===== config.mk =====
export PLATFORM = sky130hd
export DESIGN_NAME = smbus_hostregs
export DESIGN_NICKNAME = d
export VERILOG_FILES = /design/src/rtl/smbh_pkg.sv /design/src/rtl/smbh_decode.sv /design/src/rtl/smbh_status.sv /design/src/rtl/smbh_blkbuf.sv /design/src/rtl/smbus_hostregs.sv
export SDC_FILE = /design/constraint.sdc
export NUM_CORES = 1
export LEC_CHECK = 0
export ABC_AREA = 1
export BUFFER_PORTS_ARGS = -buffer_cell sky130_fd_sc_hd__buf_2
export CAP_MARGIN = 20
export CORE_MARGIN = 3
export CORE_UTILIZATION = 35
export DETAILED_ROUTE_END_ITERATION = 12
export PLACE_DENSITY = 0.56
export RECOVER_POWER = 100
export SYNTH_ARGS = -nofsm -noshare
export SYNTH_HDL_FRONTEND = slang
export SYNTH_HIERARCHICAL = 1
export SYNTH_SLANG_ARGS = --single-unit

===== constraint.sdc =====
create_clock -name clk -period 4.7 [get_ports clk]
set_input_delay 0.94 -clock clk [delete_from_list [all_inputs] [get_ports clk]]
set_output_delay 0.94 -clock clk [all_outputs]
set_load 0.02 [all_outputs]

===== src/rtl/smbh_pkg.sv =====
package smbh_pkg;
   localparam int NREG = 7;

   typedef enum logic [2:0] {
      RS_STAT = 3'd0,
      RS_CTRL = 3'd1,
      RS_CMD  = 3'd2,
      RS_TADR = 3'd3,
      RS_DAT0 = 3'd4,
      RS_DAT1 = 3'd5,
      RS_BLK  = 3'd6
   } reg_sel_e;

   localparam logic [7:0] REG_OFS [NREG] = '{8'h00, 8'h02, 8'h03, 8'h04,
                                             8'h05, 8'h06, 8'h07};

   localparam int ST_BUSY   = 0;
   localparam int ST_IRQ    = 1;
   localparam int ST_DEVERR = 2;
   localparam int ST_BUSERR = 3;
   localparam int ST_FAIL   = 4;
   localparam int ST_ALERT  = 5;
   localparam int ST_INUSE  = 6;
   localparam int ST_BDONE  = 7;

   localparam int CTL_GO_BIT   = 6;
   localparam int CTL_VIS_BITS = 5;
endpackage


===== src/rtl/smbh_decode.sv =====
module smbh_decode
   import smbh_pkg::*;
#(
   parameter int ADDR_W = 6
) (
   input  logic [ADDR_W-1:0] addr,
   output logic [NREG-1:0]   hit
);
   if (ADDR_W < 3) begin : g_bad_addr
      $error("smbh_decode: ADDR_W must be at least 3");
   end

   for (genvar i = 0; i < NREG; i++) begin : g_hit
      assign hit[i] = (addr == ADDR_W'(REG_OFS[i]));
   end
endmodule


===== src/rtl/smbh_status.sv =====
module smbh_status
   import smbh_pkg::*;
#(
   parameter int DATA_W = 8
) (
   input  logic              clk,
   input  logic              rst_n,
   input  logic              clr_we,
   input  logic [DATA_W-1:0] clr_mask,
   input  logic              eng_done,
   input  logic              eng_err,
   output logic [DATA_W-1:0] sts_q
);
   logic [DATA_W-1:0] set_mask;

   always_comb begin
      set_mask = '0;
      set_mask[ST_BDONE]  = eng_done;
      set_mask[ST_IRQ]    = eng_done;
      set_mask[ST_DEVERR] = eng_err;
   end

   for (genvar b = 0; b < DATA_W; b++) begin : g_bit
      always_ff @(posedge clk) begin
         if (!rst_n)
            sts_q[b] <= 1'b0;
         else if (set_mask[b])
            sts_q[b] <= 1'b1;
         else if (clr_we && clr_mask[b])
            sts_q[b] <= 1'b0;
      end
   end

   p_done_sets_r7: assert property (@(posedge clk) disable iff (!rst_n)
      eng_done |=> (sts_q[ST_BDONE] && sts_q[ST_IRQ]));
   p_err_sets_r7: assert property (@(posedge clk) disable iff (!rst_n)
      eng_err |=> sts_q[ST_DEVERR]);
   p_w1c_r6: assert property (@(posedge clk) disable iff (!rst_n)
      (clr_we && !eng_done && !eng_err) |=> ((sts_q & $past(clr_mask)) == '0));
endmodule


===== src/rtl/smbh_blkbuf.sv =====
module smbh_blkbuf #(
   parameter int DATA_W = 8,
   parameter int DEPTH  = 32,
   localparam int IDX_W = $clog2(DEPTH)
) (
   input  logic              clk,
   input  logic              rst_n,
   input  logic              idx_clr,
   input  logic              acc_en,
   input  logic              acc_we,
   input  logic [DATA_W-1:0] wdata,
   output logic [DATA_W-1:0] rdata,
   input  logic [IDX_W-1:0]  eng_idx,
   output logic [DATA_W-1:0] eng_data
);
   localparam logic [IDX_W-1:0] LAST = IDX_W'(DEPTH - 1);

   if (DEPTH < 2) begin : g_bad_depth
      $error("smbh_blkbuf: DEPTH must be at least 2");
   end

   logic [DATA_W-1:0] mem [DEPTH];
   logic [IDX_W-1:0]  idx_q;

   always_ff @(posedge clk) begin
      if (!rst_n) begin
         idx_q <= '0;
      end else if (idx_clr) begin
         idx_q <= '0;
      end else if (acc_en) begin
         idx_q <= (idx_q == LAST) ? '0 : idx_q + 1'b1;
      end
   end

   always_ff @(posedge clk) begin
      if (!rst_n) begin
         for (int i = 0; i < DEPTH; i++) mem[i] <= '0;
      end else if (acc_en && acc_we) begin
         mem[idx_q] <= wdata;
      end
   end

   assign rdata    = mem[idx_q];
   assign eng_data = (int'(eng_idx) < DEPTH) ? mem[eng_idx] : '0;

   p_idx_range_r8: assert property (@(posedge clk) disable iff (!rst_n)
      int'(idx_q) < DEPTH);
   p_idx_wrap_r8: assert property (@(posedge clk) disable iff (!rst_n)
      (acc_en && !idx_clr && idx_q == LAST) |=> (idx_q == '0));
   p_idx_clear_r9: assert property (@(posedge clk) disable iff (!rst_n)
      idx_clr |=> (idx_q == '0));
endmodule


===== src/rtl/smbus_hostregs.sv =====
module smbus_hostregs
   import smbh_pkg::*;
#(
   parameter int ADDR_W    = 6,
   parameter int DATA_W    = 8,
   parameter int BLK_DEPTH = 32,
   localparam int IDX_W    = $clog2(BLK_DEPTH)
) (
   input  logic              clk,
   input  logic              rst_n,
   input  logic              acc_valid,
   input  logic              acc_write,
   input  logic [ADDR_W-1:0] acc_addr,
   input  logic [DATA_W-1:0] acc_wdata,
   output logic [DATA_W-1:0] acc_rdata,
   output logic              go_pulse,
   output logic [DATA_W-1:0] eng_ctl,
   output logic [DATA_W-1:0] eng_cmd,
   output logic [DATA_W-1:0] eng_taddr,
   output logic [DATA_W-1:0] eng_dat0,
   output logic [DATA_W-1:0] eng_dat1,
   input  logic [IDX_W-1:0]  eng_blk_idx,
   output logic [DATA_W-1:0] eng_blk_data,
   input  logic              eng_done,
   input  logic              eng_err,
   input  logic              eng_ld0,
   input  logic              eng_ld1,
   input  logic [DATA_W-1:0] eng_rd0,
   input  logic [DATA_W-1:0] eng_rd1
);
   localparam logic [DATA_W-1:0] CTL_RD_MASK = DATA_W'((1 << CTL_VIS_BITS) - 1);

   if (DATA_W != 8) begin : g_bad_width
      $error("smbus_hostregs: registers are one byte wide");
   end
   if (CTL_GO_BIT >= DATA_W) begin : g_bad_go
      $error("smbus_hostregs: go bit outside control byte");
   end

   logic [NREG-1:0]   hit;
   logic [NREG-1:0]   wr_sel;
   logic [NREG-1:0]   rd_sel;
   logic              wr_any;
   logic              rd_any;
   logic [DATA_W-1:0] ctl_q, cmd_q, tadr_q, dat0_q, dat1_q;
   logic [DATA_W-1:0] sts_q;
   logic [DATA_W-1:0] blk_rdata;
   logic [DATA_W-1:0] rd_mux;
   logic              go_q;
   logic [DATA_W-1:0] rdata_q;

   assign wr_any = acc_valid && acc_write;
   assign rd_any = acc_valid && !acc_write;
   assign wr_sel = hit & {NREG{wr_any}};
   assign rd_sel = hit & {NREG{rd_any}};

   smbh_decode #(.ADDR_W(ADDR_W)) u_dec (
      .addr (acc_addr),
      .hit  (hit)
   );

   smbh_status #(.DATA_W(DATA_W)) u_sts (
      .clk      (clk),
      .rst_n    (rst_n),
      .clr_we   (wr_sel[RS_STAT]),
      .clr_mask (acc_wdata),
      .eng_done (eng_done),
      .eng_err  (eng_err),
      .sts_q    (sts_q)
   );

   smbh_blkbuf #(.DATA_W(DATA_W), .DEPTH(BLK_DEPTH)) u_blk (
      .clk      (clk),
      .rst_n    (rst_n),
      .idx_clr  (wr_sel[RS_STAT] || rd_sel[RS_CTRL]),
      .acc_en   (acc_valid && hit[RS_BLK]),
      .acc_we   (acc_write),
      .wdata    (acc_wdata),
      .rdata    (blk_rdata),
      .eng_idx  (eng_blk_idx),
      .eng_data (eng_blk_data)
   );

   always_ff @(posedge clk) begin
      if (!rst_n) begin
         ctl_q  <= '0;
         cmd_q  <= '0;
         tadr_q <= '0;
         go_q   <= 1'b0;
      end else begin
         if (wr_sel[RS_CTRL]) ctl_q  <= acc_wdata;
         if (wr_sel[RS_CMD])  cmd_q  <= acc_wdata;
         if (wr_sel[RS_TADR]) tadr_q <= acc_wdata;
         go_q <= wr_sel[RS_CTRL] && acc_wdata[CTL_GO_BIT];
      end
   end

   always_ff @(posedge clk) begin
      if (!rst_n) begin
         dat0_q <= '0;
         dat1_q <= '0;
      end else begin
         if (eng_ld0)              dat0_q <= eng_rd0;
         else if (wr_sel[RS_DAT0]) dat0_q <= acc_wdata;
         if (eng_ld1)              dat1_q <= eng_rd1;
         else if (wr_sel[RS_DAT1]) dat1_q <= acc_wdata;
      end
   end

   always_comb begin
      rd_mux = '0;
      unique case (1'b1)
         hit[RS_STAT]: rd_mux = sts_q;
         hit[RS_CTRL]: rd_mux = ctl_q & CTL_RD_MASK;
         hit[RS_CMD]:  rd_mux = cmd_q;
         hit[RS_TADR]: rd_mux = tadr_q;
         hit[RS_DAT0]: rd_mux = dat0_q;
         hit[RS_DAT1]: rd_mux = dat1_q;
         hit[RS_BLK]:  rd_mux = blk_rdata;
         default:      rd_mux = '0;
      endcase
   end

   always_ff @(posedge clk) begin
      if (!rst_n) rdata_q <= '0;
      else        rdata_q <= rd_any ? rd_mux : '0;
   end

   assign acc_rdata = rdata_q;
   assign go_pulse  = go_q;
   assign eng_ctl   = ctl_q;
   assign eng_cmd   = cmd_q;
   assign eng_taddr = tadr_q;
   assign eng_dat0  = dat0_q;
   assign eng_dat1  = dat1_q;

   p_go_cause_r5: assert property (@(posedge clk) disable iff (!rst_n)
      go_pulse |-> $past(acc_valid && acc_write && hit[RS_CTRL] && acc_wdata[CTL_GO_BIT]));
   p_ctl_read_mask_r4: assert property (@(posedge clk) disable iff (!rst_n)
      (rd_any && hit[RS_CTRL]) |=> (acc_rdata[DATA_W-1:CTL_VIS_BITS] == '0));
   p_eng_wins0_r10: assert property (@(posedge clk) disable iff (!rst_n)
      eng_ld0 |=> (eng_dat0 == $past(eng_rd0)));
   p_eng_wins1_r10: assert property (@(posedge clk) disable iff (!rst_n)
      eng_ld1 |=> (eng_dat1 == $past(eng_rd1)));
   p_unmapped_zero_r2: assert property (@(posedge clk) disable iff (!rst_n)
      (rd_any && hit == '0) |=> (acc_rdata == '0));
endmodule


# --- Word level (Yosys, flattened, before mapping) ---
# Memories as Yosys holds them, arrays and structs flattened. A register that Yosys moved wholly into a read port is not among the register bits.
# Cells that the tools add are included.
op_classes:
  shifts: 0
  add_sub_neg: 1
  multipliers: 0
  reduce_logical: 19
  eq_ne: 7
  n_div: 0
  mux: 21
  bitwise: 3
  magnitude_cmp: 0
ops:
  columns: ["cell", "n"]
  rows:
  - ["one-hot mux 8 bit (7 select lines)", 1]
  - ["two-way mux 8 bit", 5]
  - ["equality test 6 x 3 -> 1 bit, second input constant", 4]
  - ["two-way mux 5 bit", 4]
  - ["equality test 6 x 2 -> 1 bit, second input constant", 2]
  - ["two-way mux 1 bit", 11]
  - ["nonzero test 2 bit", 5]
  - ["logical AND 1 bit", 8]
  - ["OR reduction 8 bit", 1]
  - ["AND 6 bit", 1]
  - ["zero test 6 bit", 1]
  - ["adder 5 x 1 -> 5 bit, second input constant", 1]
  - ["equality test 5 bit, second input constant", 1]
  - ["AND 2 bit", 1]
  - ["AND reduction 2 bit", 1]
  - ["OR reduction 2 bit", 1]
  - ["zero test 1 bit", 1]
  - ["logical OR 1 bit", 1]
  - ["inverter 1 bit", 1]
word_totals:
  ramBits: 256
  memories: 1
  out_inout_bits: 57
  latch_bits: 0
  in_bits: 43
  romBits: 0
  regBits: 57
  wordCells: 63
memory_table:
  columns: ["name", "depth", "word_bits", "rd", "rd_clocked_by_memory_dff", "wr", "line", "text"]
  rows:
  - ["u_blk.mem", 32, 8, 2, 1, 32, "smbh_blkbuf.sv:22", "logic [DATA_W-1:0] mem [DEPTH];"]

# --- Depth between registers and ports, before layout ---
# Gate-level depths: netlist of the first run.
depth:
  word_depth: 8
  ltp_mapped: 15
  ltp_nobuf: 13

# --- By module ---
# Netlist of the first run, hierarchy kept.
modules_own_cells:
  columns: ["module", "cells_per_inst", "seq_area_each_um2", "area_each_um2", "instances"]
  rows:
  - ["smbh_blkbuf", 1891, 7887.6, 14750.4, 1]
  - ["smbus_hostregs", 373, 980.9, 2378.5, 1]
  - ["smbh_status", 21, 60.1, 153.9, 1]
  - ["smbh_decode", 19, 0.0, 78.8, 1]

# --- Worst setup path before layout of the first run ---
# No wires, ideal clock.
synth_timing:
  path_kind: "in2out"
  start: "input eng_blk_idx[2]"
  end: "output eng_blk_data[5]"
  n_path_buf: 2
  required_ps: 3760
  arrival_ps: 1926
  path_slack_ps: 1834
  path_stages: 9
  cell_sequence: "clkbuf_1 inv_1 clkbuf_1 nand3_1 nand2_1 nand2_1 nand2_1 nand2_1 nand2_1"
synth_via:
  elab_chain_len: 1
synth_rtl:
  columns: ["item", "line", "text"]
  rows:
  - ["start: declaration", "smbus_hostregs.sv:22", "input logic [IDX_W-1:0] eng_blk_idx,"]
  - ["memory (32 x 8 bit)", null, null]
  - ["end: declaration", "smbus_hostregs.sv:23", "output logic [DATA_W-1:0] eng_blk_data,"]
# Every way passes these cells.

==> results list, run 1 <==
- Data arrival time of the critical path: 4.22 ns
* Top fanout value on the critical path: 36
- Final Hold Vio Count: 0
* TritonCTS clock tree: yes
* Share of flip-flops with an asynchronous set or reset: 0%
- STA classifies the critical path startpoint as an input port.
* Leading area contributor after synthesis: edfxtp_1
* Final worst slack: 0.603 ns
* IO Count: 100
* Per-cell routed wire length: 20.4 µm
- Hold-fix buffer count after cts: 0
* DIE HEIGHT: approximately 230 µm
- The worst hold path belongs to the class reg2reg.
- Setup crit end kind: register
- Detailed-route wire length: between 60,000 and 70,000 µm
- Max Buffers Root-to-Sink: 3
- Flip-flop and latch count after synthesis: 318
* Number of detailed-routing iterations run before antenna repair: 6
- Required arrival time at the worst endpoint: 4.82 ns
* Clock transition at the register clock pins on the worst setup and hold paths after CTS: roughly 0.060 ns
- Number of failing setup endpoints in the final timing report: 0
* Min Clock Period, post-route: 4.10 ns
- After global routing the overflow that remains totals 0.
- The max-slew violation count came to 116.
- Iteration-0 DRC Markers: 2,032
* Crit path cell chain: clkbuf_1, clkbuf_2, clkbuf_1, nand2_1
- The checks that failed: capacitance limit, slew limit.
- Worst path most repeated cell: clkbuf_1
* Leakage power of the design: 8.19 nW
* Most frequent cell after synthesis: nand2_1
- Measured against its own limit, the worst slew margin works out to -57.8%.
- EDFF count, synth: between 200 and 300
- Relative to the synthesized area, the layout overhead comes to 10.9%.
* Core box area: 48,300 µm²
- Startpoint-to-endpoint class of the critical path: in2reg
- Based on the critical path, the design can be clocked at up to around 240 MHz.
- Synthesis produced a netlist whose cell count is 2,304.
- Largest incremental delay on the critical path: roughly 1.7 ns
- Port buffering added 99 buffers.
- Yosys printed 6 warnings.
- The number of global-route vias before repair was between 10k and 15k.
* Post-Synthesis Mean Instance Area: between 7 and 8 µm²
- The clock arrives with 0.0256 ns of skew.
- Antenna Cells: 0
- The floorplan step defined a die boundary enclosing 52,300 µm².
- The detailed router placed 16.0k vias in this run.
- Worst-case setup slack after placement: 0.884 ns
- The run finished, with violations left.
- Buffers added to address setup during post-CTS repair amount to 0.
- Post-layout nets: 2,370
- In this run, post-CTS repair resized a total of 0 instances.
* Tightest hold margin: approximately 0.47 ns
- The slowest stage of the critical path is the clkbuf_1 cell.
* CP Buf/Inv Count: 3
- Clock tree synthesis inserted a total of 38 buffers.
- Global-route total usage across every layer: 22.6%
- The tree is rooted in a clkbuf_16.
* Area occupied by multi-input gates: 7420 µm²
* Antenna violation net count after detailed routing: 0
- After detailed routing, the number of vias per cell comes to 5.33.
* Commonest register cell after synthesis: edfxtp_1
- After detailed routing, the number of remaining DRC violations is 0.
- For the final routed database, the setup TNS stands at 0 ns.
- Transition at the pin with the smallest max-transition slack: approximately 2.4 ns
- Final HPWL from detailed placement: just under 40,000 µm
- Of the cells placed in the final design, the portion with a size suffix greater than 1 is 6.30%.
- The commonest cells after synthesis are nand2_1 (918), nand3_1 (392), nor2_1 (348).
* Power density of the placed cells: 347 nW/µm²
- Registers take slightly below 9000 µm².
* Unrepaired setup endpoints after global routing: false
- Number of placement rows: 80
* Family with the most delay on the worst path: buffers and inverters
- The H-tree was split into 2 levels.
- Chip width: 229 µm
- Fill cell total of the finished layout: roughly 5k
- After synthesis, flip-flops and latches occupy 51.4% of the total area.
- Entering global routing, the biggest net connects 129 pins.
- First-pass GRT wire length: 91,100 µm
- The number of antenna violations at the first check in global routing was 0.
* Clock latency on the worst-skew pair: 0.57 ns
- At the end of routability-driven placement, the weighted congestion stood at 0.907.
- After synthesis the cells add up to approximately 17,000 µm².
- The synthesized netlist contains 29 unique library cells.
- Max_cap viols: 2
- Post-synth top area share: 44.3%
- The clock drives 318 sinks.
- Top cells by area, synth: edfxtp_1 (44%), nand2_1 (20%), nand3_1 (11%)
- Post-route clock period utilization: between 80% and 90%
* Worst voltage drop across the vdd grid: about 250 µV
- Starting Density: 35.9%
==> area by class of cell <==
type | instances | share of cell area (%)
Timing Repair Buffer | 127 | 3.46
Clock inverter | 24 | 1.11
Sequential cell | 318 | 46.4
Multi-Input combinational cell | 1779 | 38.6
Tap cell | 656 | 4.26
Clock buffer | 45 | 5.08
Inverter | 57 | 1.12
==> metal layers <==
metal,track usage (%),vias up,part of all wire [%]
li1,-,7510,-
met1,31.0,7616,42
met2,37.2,783,47
met3,3.58,98,7.7
met4,6.41,0,2.6
met5,0,-,0
==> tightest hold or removal path, stage by stage (launching register included) <==
cell,delay [ns]
dfxtp_1,0.31
nand2_1,0.06
a21oi_1,0.05
==> kinds of logic (layout without fill, tap and decap cells) <==
logic type | count (synthesis) | in the layout | share of synthesized area [%]
compound gates | 52 | 52 | 1.54
xor+xnor | 1 | 1 | 0.0505
fa+ha+maj | 6 | 6 | 0.432
buf+inv | 211 | 253 | 5.28
flops | 318 | 318 | 51.4
other cells | 1 | 5 | 0.0216
simple gates | 1715 | 1715 | 41.2
==> per-stage QoR <==
step / instance area (µm²) / std cells / utilization [%] / power (W)
2_1_floorplan: 17400 / 2308 / - / 0.00360
3_3_place_gp: 18200 / 2937 / 37.7 / 0.00385
3_5_place_dp: 18200 / 2937 / 37.7 / 0.00385
4_1_cts: 19400 / 3006 / 40.2 / 0.00674
5_1_grt: 19200 / 3006 / 39.8 / 0.00690
6_report: 19200 / 3006 / 39.8 / 0.00668
==> layout by cell type (no fill, tap or decap), types with 2 or more instances in the layout <==
cell          n
buf_4        23
edfxtp_1    256
a21oi_1      23
bufinv_16     3
clkinvlp_4    4
dfxtp_1      60
nand3_1     395
clkbuf_2      2
conb_1        5
clkbuf_16    38
nor2_1      352
nor3_2        6
clkinv_1      9
dfxtp_2       2
ha_1          6
clkinv_2      7
clkbuf_1     64
inv_6         2
inv_1        49
nor2_4        4
buf_12        3
inv_2         5
o21ai_0      27
nand3b_1     10
buf_2        42
nand2_1     943
==> report_power, final <==
group | total, W | internal (W) | switching [W]
Sequential | 0.00320 | 0.00313 | 0.0000714
Combinational | 0.000595 | 0.000149 | 0.000446
Clock | 0.00288 | 0.00166 | 0.00122
==> final timing paths <==
path                                                  start                       endpoint  slack (ns)  depth (start not counted)
worst max-delay path                                  rst_n  u_blk/mem[2][4]$_SDFFCE_PN0P_        0.60                          4
worst min-delay path            u_sts/sts_q[7]$_SDFFE_PN0P_    u_sts/sts_q[7]$_SDFFE_PN0P_        0.47                          2
worst max register to register                     register        acc_rdata[4]$_SDFF_PN0_        0.66                         15
worst min register to register  u_sts/sts_q[7]$_SDFFE_PN0P_    u_sts/sts_q[7]$_SDFFE_PN0P_        0.47                          2
==> registers in the layout, indices dropped and copies added (netlist names), named ones only <==
| name | cells |
|---|---|
| u_blk/idx_q | 5 |
| eng_dat1 | 8 |
| u_sts/sts_q | 3 |
| eng_cmd | 8 |
| eng_ctl | 8 |
| eng_dat0 | 8 |
| u_blk/mem | 256 |
| eng_taddr | 8 |
| acc_rdata | 8 |
| go_pulse | 1 |
Note: power is estimated with default switching activity, not from simulation.
==> run 2: changes to the inputs <==
--- a/config.mk
+++ b/config.mk
@@ -9,9 +9,9 @@
 export BUFFER_PORTS_ARGS = -buffer_cell sky130_fd_sc_hd__buf_2
 export CAP_MARGIN = 20
 export CORE_MARGIN = 3
-export CORE_UTILIZATION = 35
+export CORE_UTILIZATION = 40
 export DETAILED_ROUTE_END_ITERATION = 12
-export PLACE_DENSITY = 0.56
+export PLACE_DENSITY = 0.61
 export RECOVER_POWER = 100
 export SYNTH_ARGS = -nofsm -noshare
 export SYNTH_HDL_FRONTEND = slang
==> results list, run 2 (same netlist as run 1, synthesis figures left out) <==
- First-pass GRT wire length: 90,300 µm
* Final-report max-slew violation count: 75
- Across the routed clock network, the largest skew measured is roughly 0.018 ns.
- TritonCTS built the clock tree.
- The wire-length estimate of the detail-placed layout is 38,100 µm.
* Max-Slew Margin vs Limit: -13.3%
- Top fanout value on the critical path: 48
* Data arrival time of the critical path: 2.90 ns
* Post-layout nets: between 2k and 2.5k
- Top register by number of flip-flops: u_blk/mem
- In this run the static leakage power is 8.18 nW.
* IO Count: 100
- In this run the clock root is driven by a clkbuf_16.
- The register with the most flip-flops in the layout has roughly 260 of them.
- Max_cap viols: 1
* Power Total: 0.00659 W
- In this run, the number of DRC markers left after iteration 0 of detailed routing was 1,903.
- Final Hold Vio Count: 0
- Total CTS buffers: 37
- For the finished layout, the period the worst path requires is 3.84 ns.
* # H-tree levels: 2
- Clock Sink Count: 318
* Number of buffers added on ports: 99
- In this run the cell area measured after placement is 18,100 µm².
- CP Buf/Inv Count: 4
- Via count: 16.3k
* Family with the most delay on the worst path: buffers and inverters
* Per-cell routed wire length: slightly above 20 µm
* Starting Density: between 40% and 50%
- Min-delay worst type: reg2reg
- The repair_antennas step left the layout with diodes totalling 0.
- Once the clock tree was built, the setup fixing pass inserted 0 buffers.
* Avg Vias per Cell: 5.56
* Area occupied by multi-input gates: 7420 µm²
- The finished cells cover 19,100 µm².
- Outcome: complete, but fails checks
- Fmax achieved: 260 MHz
* Chip width: 214 µm
- Clock latency on the worst-skew pair: ~0.56 ns
- At the end of routability-driven placement, the weighted congestion stood at 0.948.
* Setup TNS: 0 ns
- Global-route total usage across every layer: about a quarter
* Worst path most repeated cell: nand2_1
- DIE HEIGHT: 214 µm
- The floorplan has 75 rows.
- The number of antenna violations at the first check in global routing came to 1.
- Post-route clock period utilization: 81.7%
- The routed design has 59,100 µm of wire.
- The sequential cells in the finished layout cover a total of 8930 µm².
- The count of nets left with antenna violations once routing finished came out at 0.
- Final core occ: 45.0%
- Startpoint type of the worst setup path: input port
- Grt total ovfl: 0
* Drc violations: 0
- On the worst path, the slowest cell contributes a delay of 0.50 ns.
* Vias in the first global route: 15.1k
- The checks that failed: capacitance limit, slew limit.
* P&R area growth vs syn: 10.0%
* Core box area: about 42,000 µm²
- The library cells used most frequently in the layout, excluding fill and tap cells, are nand2_1 (943), nand3_1 (395), nor2_1 (352).
- Commonest non-fill, non-tap cell in the layout: nand2_1
- Setup violations remaining at the end of the flow were counted as 0.
- For this design the ratio of total power to cell area is 345 nW/µm².
- Hold-fix buffer count after cts: 0
* Setup crit end kind: output port
- Unrepaired setup endpoints after global routing: false
- Required arrival time at the worst endpoint: 3.76 ns
- Clock transition at the register clock pins on the worst setup and hold paths after CTS: 0.05 ns
* Fill cell total of the finished layout: approximately 4.4k
- Cells with a size suffix above 1 make up 6.14% of the layout.
- Worst voltage drop across the vdd grid: 252 µV
- Startpoint-to-endpoint class of the critical path: in2out
* Pin count of the biggest net entering global routing: 129
* Crit path cell chain: buf_4, clkinv_2, buf_12, nand2_1, nand3_1, nand3_1, nand2_1, nand2_1, nand2_1, nand2_1, nand2_1, clkbuf_1
* Count of cells resized by post-cts repair: 0
* Standard cell with the maximum stage delay on the critical path: clkinv_2
- Before antenna repair, the detailed router went through 7 iterations.
- Max Buffers Root-to-Sink: 3
- Transition at the pin with the smallest max-transition slack: between 1.5 and 2 ns
* Die Footprint: approximately 46,000 µm²
==> run 2: cell types whose count changed in the layout (fill, tap and decap cells not counted), sizes merged <==
cell | before | now
inv | 56 | 57
clkinvlp | 5 | 3
buf | 68 | 69
clkbuf | 104 | 97
clkinv | 17 | 20
==> run 2: layout make-up <==
class                      instances  area share, %
inverter                          57           1.13
sequential                       318           46.7
timing repair buffer             124           3.42
clock inverter                    26           1.13
tap                              577           3.78
multi-input combinational       1779           38.8
clock buffer                      42           4.95
==> run 2: routing by layer <==
layer  up-vias  share of wire [%]  track usage [%]
li1       7513                  -                -
met1      7677                 41             34.8
met2       919                 46             40.0
met3       147                 10             4.87
met4         2                3.2             8.38
met5         -              0.024                0
==> run 2: power breakdown <==
part / switching (W) / internal [W]
clock network: 0.00118 / 0.00162
registers: 0.0000722 / 0.00313
logic: 0.000438 / 0.000149
==> run 2: through the flow <==
| step | std cells | worst slack (ns) | hold slack (ns) |
|---|---|---|---|
| after global placement | 2855 | 0.783 | 0.451 |
| after detailed placement | 2855 | 0.792 | 0.458 |
| after floorplan | 2308 | 1.83 | 0.439 |
| after CTS | 2923 | 0.928 | 0.465 |
| after global routing | 2923 | 0.670 | 0.474 |
| final | 2923 | 0.858 | 0.462 |
==> run 2: final timing paths <==
kind | slack, ns | end | start | depth (start not counted)
setup reg to reg | 0.99 | acc_rdata[0]$_SDFF_PN0_ | register | 15
hold reg to reg | 0.46 | u_sts/sts_q[2]$_SDFFE_PN0P_ | u_sts/sts_q[2]$_SDFFE_PN0P_ | 2
setup / recovery | 0.86 | eng_blk_data[5] | eng_blk_idx[0] | 12
hold / removal | 0.46 | u_sts/sts_q[2]$_SDFFE_PN0P_ | u_sts/sts_q[2]$_SDFFE_PN0P_ | 2
==> run 2: worst reg2reg max path, cell delays in order, from the launching register on <==
cell and delay, ns:
dfxtp_1 0.32, clkinvlp_2 0.06, buf_4 0.50, clkbuf_2 1.31, nand2_1 0.20, nand3_1 0.17
nand3_1 0.18, nand2_1 0.13, nand2_1 0.06, nand2_1 0.09, nand2_1 0.06, nand2_1 0.06
nand2_1 0.07, nand2_1 0.15, nor2_1 0.07, a21oi_1 0.20
==> run 3: changes to the inputs <==
==> constraint.sdc (replaced) <==
create_clock -name clk -period 3.75 [get_ports clk]
set_input_delay 0.75 -clock clk [delete_from_list [all_inputs] [get_ports clk]]
set_output_delay 0.75 -clock clk [all_outputs]
set_load 0.02 [all_outputs]
==> results list, run 3 (same netlist as run 1, synthesis figures left out) <==
* Outcome: complete, but fails checks
- Violations in the final reports: capacitance limit, slew limit
- Post-layout nets: 2,396
- Fraction of power consumed by combinational cells: 8.9%
- Final GP Congestion: 0.914
* IO Count: 100
* Data arrival time of the critical path: 3.59 ns
- Crit. Startpoint: acc_addr[5]
- Switching share of power: 24.9%
- Cell internal power was estimated by the tool at 0.00636 W.
- Final-report max-slew violation count: roughly 160
- The first global-routing pass estimated 90,800 µm of wire.
- Compared with the post-synthesis result, the final layout area differs by 11.6%.
- For this run, design rule violations remaining after detail routing come to 0.
* Clock latency on the worst-skew pair: 0.56 ns
* Core box area: 42,400 µm²
* Max-Slew Margin vs Limit: -25.2%
- TritonCTS clock tree: yes
* Per-cell routed wire length: a little over 20 µm
* Power density of the placed cells: 437 nW/µm²
- Setup repair after global routing left no endpoint under its margin.
* Most used cells in the layout excluding fill and tap cells: nand2_1 (940), nand3_1 (395), nor2_1 (353)
- Across the VDD grid, the largest voltage drop is a little over 300 µV.
* Fill cell total of the finished layout: 4,297
- On the critical path, the stage with the largest delay is an instance of nor2_1.
- The min-delay analysis places its worst path in the category in2reg.
- Final Hold Vio Count: 0
* Antenna Cells: 0
- Row generation in the floorplan step produced 75 rows.
* Starting Density: around two fifths
* Top fanout value on the critical path: 8
- The worst path uses 90.8% of the clock period.
* Vias in the first global route: 15.2k
* Number of buffers added on ports: approximately 100
- Transition at the pin with the smallest max-transition slack: about 1.9 ns
- Min Clock Period, post-route: 3.41 ns
* Commonest non-fill, non-tap cell in the layout: nand2_1
- Measured along the x axis, the die boundary spans around 210 µm.
- In this run, the number of DRC markers left after iteration 0 of detailed routing was 2,029.
- Summing over every cut layer, the via total after detailed routing is between 15k and 20k.
* Clock transition at the register clock pins on the worst setup and hold paths after CTS: ~0.060 ns
* Avg Vias per Cell: 5.43
- The first TritonRoute pass finished after 6 iterations.
- Family with the most delay on the worst path: simple AND/OR/NAND/NOR gates
* Share of power burned in registers: 47.3%
* Fmax achieved: 294 MHz
- Summed over all cells, the static leakage comes to 8.30 nW.
- Wires add up to 60,200 µm.
- For this run, the slowest stage of the critical path takes 1.05 ns.
- The analysis attributes to net switching a power of ~0.0021 W.
- Startpoint-to-endpoint class of the critical path: in2reg
- Worst path most repeated cell: nand2_1
- In this run the clock root is driven by a clkbuf_16.
- Startpoint type of the worst setup path: input port
- Together, buffers and inverters on the worst path number 2.
* Flip-flop and latch area: about 9000 µm²
- In the final layout, the multi-input gates occupy 7430 µm².
* Number of setup buffers added after CTS: 0
- Die Footprint: about 46,000 µm²
* Total CTS buffers: 38
* # H-tree levels: 2
- Entering global routing, the biggest net connects 129 pins.
- Clock Sink Count: 318
- Once the clock tree was built, the resizer swapped 0 gates to a different size.
- Setup violations remaining at the end of the flow were counted as 0.
* Fin Clk Skew: 0.0170 ns
- The startpoint identified for the worst hold timing path is eng_err.
- Max Buffers Root-to-Sink: 3
* Placed Cells incl. Taps: 2,884
- Final Non-Filler Cells: 2,953
* Required arrival time at the worst endpoint: 3.94 ns
- Max-cap violations in this run came to 2.
- Ranked by flip-flop count, first place goes to u_blk/mem.
- STA classifies the critical path endpoint as a register.
- Layout cells sized above 1: ~6.6%
* Final HPWL from detailed placement: 38,500 µm
- Max reg flops: 256
- Setup TNS: 0 ns
- Global-route total usage across every layer: 25.5%
- Fraction of power consumed by the clock network: 43.8%
* Tightest hold margin: between 0.4 and 0.5 ns
- DIE HEIGHT: 214 µm
* Antenna violations before repair: 0
- Antenna violation net count after detailed routing: 0
- Global routing finished with a remaining overflow of 0.
- Walking the worst path, the cells encountered are buf_2, nor2_1, nand2_1, nor2_1, nand2_1, inv_1, nand3_1, nor2_1, nand2_1, nand2_1.
* Hold-fix buffer count after cts: 0
run 3: cell count changes in the layout (fill, tap and decap cells not counted), moves of 2 or more:
cell       previous run  this run
nand2_2               1         3
buf_12                3         7
clkinv_1             12         7
clkbuf_16            37        40
buf_4                22        25
clkbuf_1             59        84
nand2_1             943       940
run 3: through the flow:
| step | power [W] | area (µm²) | setup slack [ns] | utilization (%) |
|---|---|---|---|---|
| 2_1_floorplan | 0.00452 | 17400 | 1.08 | - |
| 5_1_grt | 0.00875 | 19400 | 0.229 | 45.7 |
| 3_3_place_gp | 0.00482 | 18400 | 0.599 | 43.4 |
| 3_5_place_dp | 0.00483 | 18400 | 0.526 | 43.4 |
| 6_report | 0.00847 | 19400 | 0.344 | 45.7 |
| 4_1_cts | 0.00852 | 19600 | 0.606 | 46.3 |
run 3: metal layers:
layer	part of all wire (%)	track usage, %	routed length (µm)
met4	2.9	8.58	1750
met1	41	35.0	24600
met3	10	4.62	6070
met5	0	0	0
met2	46	41.0	27700
run 3: final timing paths:
path | end | slack, ns | depth (start not counted)
setup reg to reg | acc_rdata[6]$_SDFF_PN0_ | 0.42 | 14
setup / recovery | u_blk/mem[9][2]$_SDFFCE_PN0P_ | 0.34 | 10
hold reg to reg | u_sts/sts_q[7]$_SDFFE_PN0P_ | 0.47 | 2
hold / removal | u_sts/sts_q[2]$_SDFFE_PN0P_ | 0.45 | 3
run 3: worst register-to-register path, delay by kind of cell (launching register included):
kind | cells | cell delay [ns]
simple gates | 11 | 1.38
compound gates | 1 | 0.11
flops | 1 | 0.34
buf+inv | 2 | 1.44
run 3: final cells by class:
type,instances,area share [%]
flip-flops and latches,318,46.1
clock inverters,20,1.03
repair buffers,153,4.32
inverters,57,1.12
multi-input cells,1779,38.3
clock buffers,49,5.40
well taps,577,3.73
run 3: power groups by stage:
stage               Sequential, W  Combinational, W  Clock [W]
floorplan                 0.00406          0.000456          0
global placement          0.00408          0.000743          0
detailed placement        0.00408          0.000749          0
CTS                       0.00401          0.000751    0.00377
global route              0.00402          0.000816    0.00391
finish                    0.00401          0.000753    0.00371
